==> src/rtl/ptt_pkg.sv <==
`timescale 1ns/1ps
package ptt_pkg;
    localparam int ADDR_W = 8;
    localparam int DATA_W = 32;

    // Neighbouring interrupt logic and software decode these offsets
    localparam logic [ADDR_W-1:0] OFS_COUNT  = 8'h20;
    localparam logic [ADDR_W-1:0] OFS_RELOAD = 8'h24;
    localparam logic [ADDR_W-1:0] OFS_CTRL   = 8'h28;

    localparam int BIT_AUTO = 0;
    localparam int BIT_RUN  = 1;

    typedef struct packed {
        logic run;
        logic auto_go;
    } ctrl_t;

    typedef enum logic [1:0] {
        SEL_NONE,
        SEL_COUNT,
        SEL_RELOAD,
        SEL_CTRL
    } sel_e;

    function automatic sel_e decode(input logic [ADDR_W-1:0] a);
        case (a)
            OFS_COUNT:  return SEL_COUNT;
            OFS_RELOAD: return SEL_RELOAD;
            OFS_CTRL:   return SEL_CTRL;
            default:    return SEL_NONE;
        endcase
    endfunction
endpackage

==> src/rtl/ptt_regs.sv <==
`timescale 1ns/1ps
module ptt_regs
    import ptt_pkg::*;
#(
    parameter int CNT_W = 16
) (
    input  logic                 clk,
    input  logic                 rst,
    input  logic                 wr_en,
    input  logic [ADDR_W-1:0]    addr,
    input  logic [DATA_W-1:0]    wdata,
    output logic [CNT_W-1:0]     load_q,
    output ctrl_t                ctrl_q,
    output logic                 start_req,
    output logic [CNT_W-1:0]     start_val
);
    sel_e sel;
    logic wr_load;
    logic wr_ctrl;
    logic unused_wdata;

    assign unused_wdata = ^wdata[DATA_W-1:CNT_W];

    always_comb begin
        sel     = decode(addr);
        wr_load = wr_en && (sel == SEL_RELOAD) && !ctrl_q.run;
        wr_ctrl = wr_en && (sel == SEL_CTRL);
        start_req = (wr_ctrl && wdata[BIT_RUN] && !ctrl_q.run)
                 || (wr_load && ctrl_q.auto_go && (|wdata[CNT_W-1:0]));
        start_val = wr_ctrl ? load_q : wdata[CNT_W-1:0];
    end

    always_ff @(posedge clk) begin
        if (rst) begin
            load_q <= '0;
            ctrl_q <= '0;
        end else begin
            if (wr_load)
                load_q <= wdata[CNT_W-1:0];
            if (wr_ctrl) begin
                ctrl_q.auto_go <= wdata[BIT_AUTO];
                ctrl_q.run     <= wdata[BIT_RUN];
            end else if (start_req) begin
                ctrl_q.run <= 1'b1;
            end
        end
    end
endmodule

==> src/rtl/ptt_counter.sv <==
`timescale 1ns/1ps
module ptt_counter #(
    parameter int CNT_W = 16
) (
    input  logic             clk,
    input  logic             rst,
    input  logic             tick_en,
    input  logic             run,
    input  logic [CNT_W-1:0] load_val,
    input  logic             start_req,
    input  logic [CNT_W-1:0] start_val,
    output logic [CNT_W-1:0] count_q,
    output logic             expire_q
);
    localparam logic [CNT_W-1:0] ONE = CNT_W'(1);

    logic active;
    assign active = tick_en && run && (load_val != '0);

    always_ff @(posedge clk) begin
        if (rst) begin
            count_q  <= '0;
            expire_q <= 1'b0;
        end else begin
            expire_q <= 1'b0;
            if (start_req) begin
                count_q <= start_val;
            end else if (active) begin
                if (count_q <= ONE) begin
                    count_q  <= load_val;
                    expire_q <= 1'b1;
                end else begin
                    count_q <= count_q - ONE;
                end
            end
        end
    end
endmodule

==> src/rtl/ptt_top.sv <==
`timescale 1ns/1ps
module ptt_top
    import ptt_pkg::*;
#(
    parameter int CNT_W = 16
) (
    input  logic              clk,
    input  logic              rst,
    input  logic              tick_en,
    input  logic              wr_en,
    input  logic [7:0]        addr,
    input  logic [31:0]       wdata,
    output logic [31:0]       rdata,
    output logic              period_irq
);
    logic [CNT_W-1:0] load_q;
    logic [CNT_W-1:0] count_q;
    logic [CNT_W-1:0] start_val;
    logic             start_req;
    ctrl_t            ctrl_q;
    logic             running;

    assign running = ctrl_q.run;

    ptt_regs #(.CNT_W(CNT_W)) u_regs (
        .clk       (clk),
        .rst       (rst),
        .wr_en     (wr_en),
        .addr      (addr),
        .wdata     (wdata),
        .load_q    (load_q),
        .ctrl_q    (ctrl_q),
        .start_req (start_req),
        .start_val (start_val)
    );

    ptt_counter #(.CNT_W(CNT_W)) u_cnt (
        .clk       (clk),
        .rst       (rst),
        .tick_en   (tick_en),
        .run       (ctrl_q.run),
        .load_val  (load_q),
        .start_req (start_req),
        .start_val (start_val),
        .count_q   (count_q),
        .expire_q  (period_irq)
    );

    always_comb begin
        rdata = '0;
        case (decode(addr))
            SEL_COUNT:  rdata[CNT_W-1:0] = count_q;
            SEL_RELOAD: rdata[CNT_W-1:0] = load_q;
            SEL_CTRL:   rdata[1:0]       = {ctrl_q.run, ctrl_q.auto_go};
            default:    rdata = '0;
        endcase
    end
endmodule

==> config.mk <==
export PLATFORM = sky130hd
export DESIGN_NAME = ptt_top
export DESIGN_NICKNAME = d
export VERILOG_FILES = /design/src/rtl/ptt_pkg.sv /design/src/rtl/ptt_regs.sv /design/src/rtl/ptt_counter.sv /design/src/rtl/ptt_top.sv
export SDC_FILE = /design/constraint.sdc
export NUM_CORES = 1
export LEC_CHECK = 0
export BUFFER_PORTS_ARGS = -buffer_cell sky130_fd_sc_hd__clkbuf_2
export CAP_MARGIN = 0
export CORE_UTILIZATION = 45
export CTS_BUF_LIST = sky130_fd_sc_hd__clkbuf_8
export CTS_CLUSTER_DIAMETER = 60
export DETAILED_ROUTE_END_ITERATION = 8
export GPL_ROUTABILITY_DRIVEN = 0
export PLACE_DENSITY = 0.82
export SLEW_MARGIN = 40
export SYNTH_ARGS = -nofsm -noshare
export SYNTH_HDL_FRONTEND = slang
export SYNTH_SLANG_ARGS = --single-unit
export TNS_END_PERCENT = 30
==> constraint.sdc <==
create_clock -name clk -period 3.6 [get_ports clk]
set_clock_uncertainty 0.05 [all_clocks]
set_input_delay 0.18 -clock clk [delete_from_list [all_inputs] [get_ports clk]]
set_output_delay 0.18 -clock clk [all_outputs]
set_load 0.01 [all_outputs]
# Word-level counts from Yosys, hierarchy flattened
# Cells that the tools add are included.
totals:
  ff_bits: 35
  inputBits: 44
  out_inout_bits: 33
  wordCells: 40
op_classes:
  n_addsub: 1
  n_lt_le_gt_ge: 1
  eq_ne: 6
  muxes: 10
  n_bitwise: 1
  reduce_logical: 16
op_table:
  columns: ["cell", "count"]
  rows:
  - ["2-to-1 mux 16 bit", 4]
  - ["one-hot mux 14 bit (2 select lines)", 1]
  - ["== test 8 x 6 -> 1 bit (second input constant)", 3]
  - ["less-or-equal comparator 16 x 1 -> 1 bit (second input constant)", 1]
  - ["nonzero test 16 bit", 1]
  - ["OR reduction 16 bit", 1]
  - ["subtractor 16 x 1 -> 16 bit (second input constant)", 1]
  - ["one-hot mux 2 bit (3 select lines)", 2]
  - ["logical AND 1 bit", 9]
  - ["== test 2 bit (second input constant)", 2]
  - ["nonzero test 2 bit", 2]
  - ["2-to-1 mux 1 bit", 3]
  - ["OR reduction 3 bit", 1]
  - ["== test 2 x 1 -> 1 bit (second input constant)", 1]
  - ["logical NOT 1 bit", 1]
  - ["logical OR 1 bit", 1]
  - ["NOT 1 bit", 1]

# Longest topological paths before layout
depth:
  ltp_word: 10
  ltp_mapped: 12
  mapped_depth_nobuf: 10

# By module
# Synthesis repeated with hierarchy kept, for this count alone.
hier_totals:
  hier_cells: 325
  hier_area_um2: 2721.4
by_module_without_submodules:
  columns: ["module", "instances", "cells_each", "area_each_um2", "seq_area_each_um2"]
  rows:
  - ["ptt_counter", 1, 171, 1308.8, 340.3]
  - ["ptt_regs", 1, 90, 984.7, 360.3]
  - ["ptt_top", 1, 64, 427.9, 0.0]

# Worst setup path after synthesis
# Ideal clock, no wire load.
synth_path:
  path_kind: "reg-to-reg"
  startpoint: "register u_cnt.count_q[2]"
  endpoint: "register u_cnt.count_q[1]"
  setup_ns: 0.122
  t_arrival_ns: 2.397
  required_ns: 3.428
  slack_ns: 1.031
  path_stages_with_launch: 9
  path_buffers: 3
  period_less_slack_ns: 2.569
  path_cell_list: "dfxtp_1 -> buf_6 -> or4_4 -> buf_6 -> or4_4 -> or3_1 -> buf_6 -> mux2i_1 -> a221o_1"
synth_between:
  elab_chain_len: 4
synth_lines:
  columns: ["element", "line", "source"]
  rows:
  - ["start, declared", "ptt_counter.sv:12", "output logic [CNT_W-1:0] count_q,"]
  - ["start signal, assigned", "ptt_counter.sv:27", "count_q <= start_val;"]
  - ["start signal, assigned", "ptt_counter.sv:30", "count_q <= load_val;"]
  - ["start signal, assigned", "ptt_counter.sv:33", "count_q <= count_q - ONE;"]
  - ["less-or-equal comparator 16 x 1 -> 1 bit", "ptt_counter.sv:29", "if (count_q <= ONE) begin"]
  - ["2-to-1 mux 16 bit", "ptt_counter.sv:29", null]
  - ["2-to-1 mux 16 bit", "ptt_counter.sv:28", "end else if (active) begin"]
  - ["2-to-1 mux 16 bit", "ptt_counter.sv:26", "if (start_req) begin"]
# Every way passes these cells. The select of a mux whose other input is x is not followed.
# A chain may end at the register's enable or synchronous reset.

# Worst setup path after layout
# Ends and elaborated chain as after synthesis.

==> metrics.yaml <==
critical_path:
  setup.worst_path.end_class: "register"
  cp_slowest_cell: "or3_1"
  worstSetupPathType: "register to register"
  slowest_delay_ns: 0.64
  crit_path_max_fanout: 15
  arrival_ns: 2.98
  cp-start-kind: "register"
  path_cells: "or4_4 -> or4_4 -> or3_1 -> mux2i_1 -> a221o_1"
  cpMostUsedCell: "or4_4"
  worstPathRequired_ns: 3.73
sta:
  tightest_slew_ns: 0.716
  rsz0062_at_grt: "false"
  finalSetupTns_ns: 0
  finalCriticalPeriod_ns: 2.85
  slew_viol_final: 0
  finalSetupViolations: 0
  hold_violations: 0
  fin_crit_sh_pct: 79.2
  slew_headroom_pct: 52.3
  max_freq_ghz: 0.351
status:
  outcome: "completed"
layout:
  drive_gt1_share_pct: 16.1
  syn_to_final_growth_pct: 8.86
  final_common_cell: "nand2_1"
  mostFrequentLayoutCells: "nand2_1, clkbuf_2, a21oi_1"
  antenna_cells: 0
  regArea_um2: 701
  multiInputGateArea_um2: 1630
  fillers: 568
  fin_cells: 464
  final_nets: 442
logic_synthesis:
  async_reset_ff_share_pct: 0
  synthSimpleGateAreaFrac_pct: 30.0
  synth_edf_count: 0
  synthAdderAreaFrac_pct: 2.94
  avgSynthCellArea_um2: 6.98
  ys.flop_type: "dfxtp_1"
  synth-seq-area-share_pct: 27.4
  ys_types: 47
  synth_compound_area_share_pct: 20.9
  synth_cells: 366
  ys_ff_latch: 35
  synth_top_family_by_area: "simple AND/OR/NAND/NOR gates"
  yosysWarnings: 0
  syn_area_um2: 2550
  synthMuxAreaShare_pct: 3.53
  synth_xor_area_share_pct: 4.11
floorplan:
  io_pins: 77
  dieArea_um2: 5980
  die_x_um: 77.4
  start_util_pct: 46.7
  chipHeight_um: 77.4
  row_count: 27
  core_um2: 5470
route:
  routed_via_density: 5.85
  drc: 0
  drt_iter0_drc: 304
  firstDrtPassIters: 5
  drtAntennaViolNets: 0
  wirelength_um: 6880
  via_count: 2716
  wl_per_cell_um: 14.8
pwr:
  ir_worst_vdd_mv: 0.215
  finalPower_uw: 739
  p_leak_nw: 1.06
  power_density_nw_per_um2: 266
global_routing:
  overflow: 0
  antenna_found_initial: 0
  first_global_vias: 2341
  grt_max_degree: 37
  grt_pass1_wl_um: 11300
  grtUsageTotal_pct: 23.4
cts:
  clkSinkCount: 35
  cts_resized: 0
  hold_buffers: 0
  post_cts_buffers: 0
  cts_buffer_depth: 2
  cts_root_buffer: "clkbuf_8"
  numCtsBuffers: 5
  ctsHtreeMaxLevel: 2
  insertion_delay_ns: 0.29
  path_clk_slew_ns: 0.08
  cts_tree: "done"
placement:
  placed_cells: 457
  dpl.hpwl_um: 4880
  portBuffers: 44
worst_hold_path:
  holdCritPathClass: "input port to register"
flow_run:
  drv_cap: 0
through the flow:
stage / util, % / setup WS (ns) / hold slack (ns) / instance area, µm²
after floorplan: - / 1.03 / 0.266 / 2610
after global placement: 49.2 / 0.659 / 0.387 / 2690
after detailed placement: 49.2 / 0.634 / 0.395 / 2690
after CTS: 50.8 / 0.774 / 0.0854 / 2780
after global routing: 50.8 / 0.675 / 0.0874 / 2780
final: 50.8 / 0.749 / 0.0902 / 2780
routing by layer:
layer	vias up	routed length, µm	global-route usage [%]
met2	130	3150	36.1
met5	-	0	0
li1	1310	-	-
met3	6	560	4.12
met4	0	81	7.36
met1	1270	3090	32.9
path summary, 6_finish.rpt:
check                           cells past startpoint                 to        startpoint  slack, ns
worst max register to register                      5   u_cnt.count_q[1]  u_cnt.count_q[2]       0.75
worst min-delay path                                3  u_regs.load_q[15]         wdata[15]       0.09
worst max-delay path                                5   u_cnt.count_q[1]  u_cnt.count_q[2]       0.75
worst min register to register                      2   u_regs.load_q[9]  u_regs.load_q[9]       0.47
cells in the mapped netlist, types with 6 or more instances:
| master | n | area (µm²) |
|---|---|---|
| nand2_1 | 80 | 300 |
| a21oi_1 | 38 | 190 |
| nor2_1 | 38 | 143 |
| dfxtp_1 | 35 | 701 |
| clkbuf_1 | 21 | 78.8 |
| buf_4 | 16 | 120 |
| a22oi_1 | 14 | 105 |
| nor4_1 | 13 | 81.3 |
| nand3_1 | 11 | 55.1 |
| mux2i_1 | 9 | 90.1 |
| o211ai_1 | 8 | 60.1 |
| o21ai_0 | 8 | 40.0 |
| o22ai_1 | 7 | 43.8 |
| xor2_1 | 7 | 61.3 |
| ha_1 | 6 | 75.1 |
final cells by class:
cell class | count | area share [%]
Inverter | 5 | 0.675
Sequential cell | 35 | 25.2
Clock inverter | 1 | 0.180
Timing Repair Buffer | 48 | 9.00
Multi-Input combinational cell | 297 | 58.7
Clock buffer | 6 | 2.97
Tap cell | 72 | 3.24
worst max-delay path, delay by kind of cell, from the launching register on:
kind             cells  cell delay (ns)
flip-flops           1             0.39
AO/OA/AOI/OAI        1             0.30
multiplexers         1             0.21
AND/OR/NAND/NOR      3             1.78
state kept, by name, summed over array words and instances, names as in the netlist:
signal and flops:
u_cnt.expire_q 1, u_regs.ctrl_q 2, u_cnt.count_q 16, u_regs.load_q 16
cell families (layout without fill, tap and decap cells):
kind of cell | Yosys count | after routing
simple gates | 168 | 168
compound gates | 86 | 86
buf+inv | 49 | 60
flops | 35 | 35
xor+xnor | 12 | 12
mux | 9 | 9
fa+ha+maj | 6 | 6
other cells | 1 | 16
power breakdown:
group,switching [mW],internal [mW]
Sequential,0.000719,0.387
Clock,0.147,0.150
Combinational,0.0358,0.0180
Note: power is estimated with default switching activity, not from simulation.
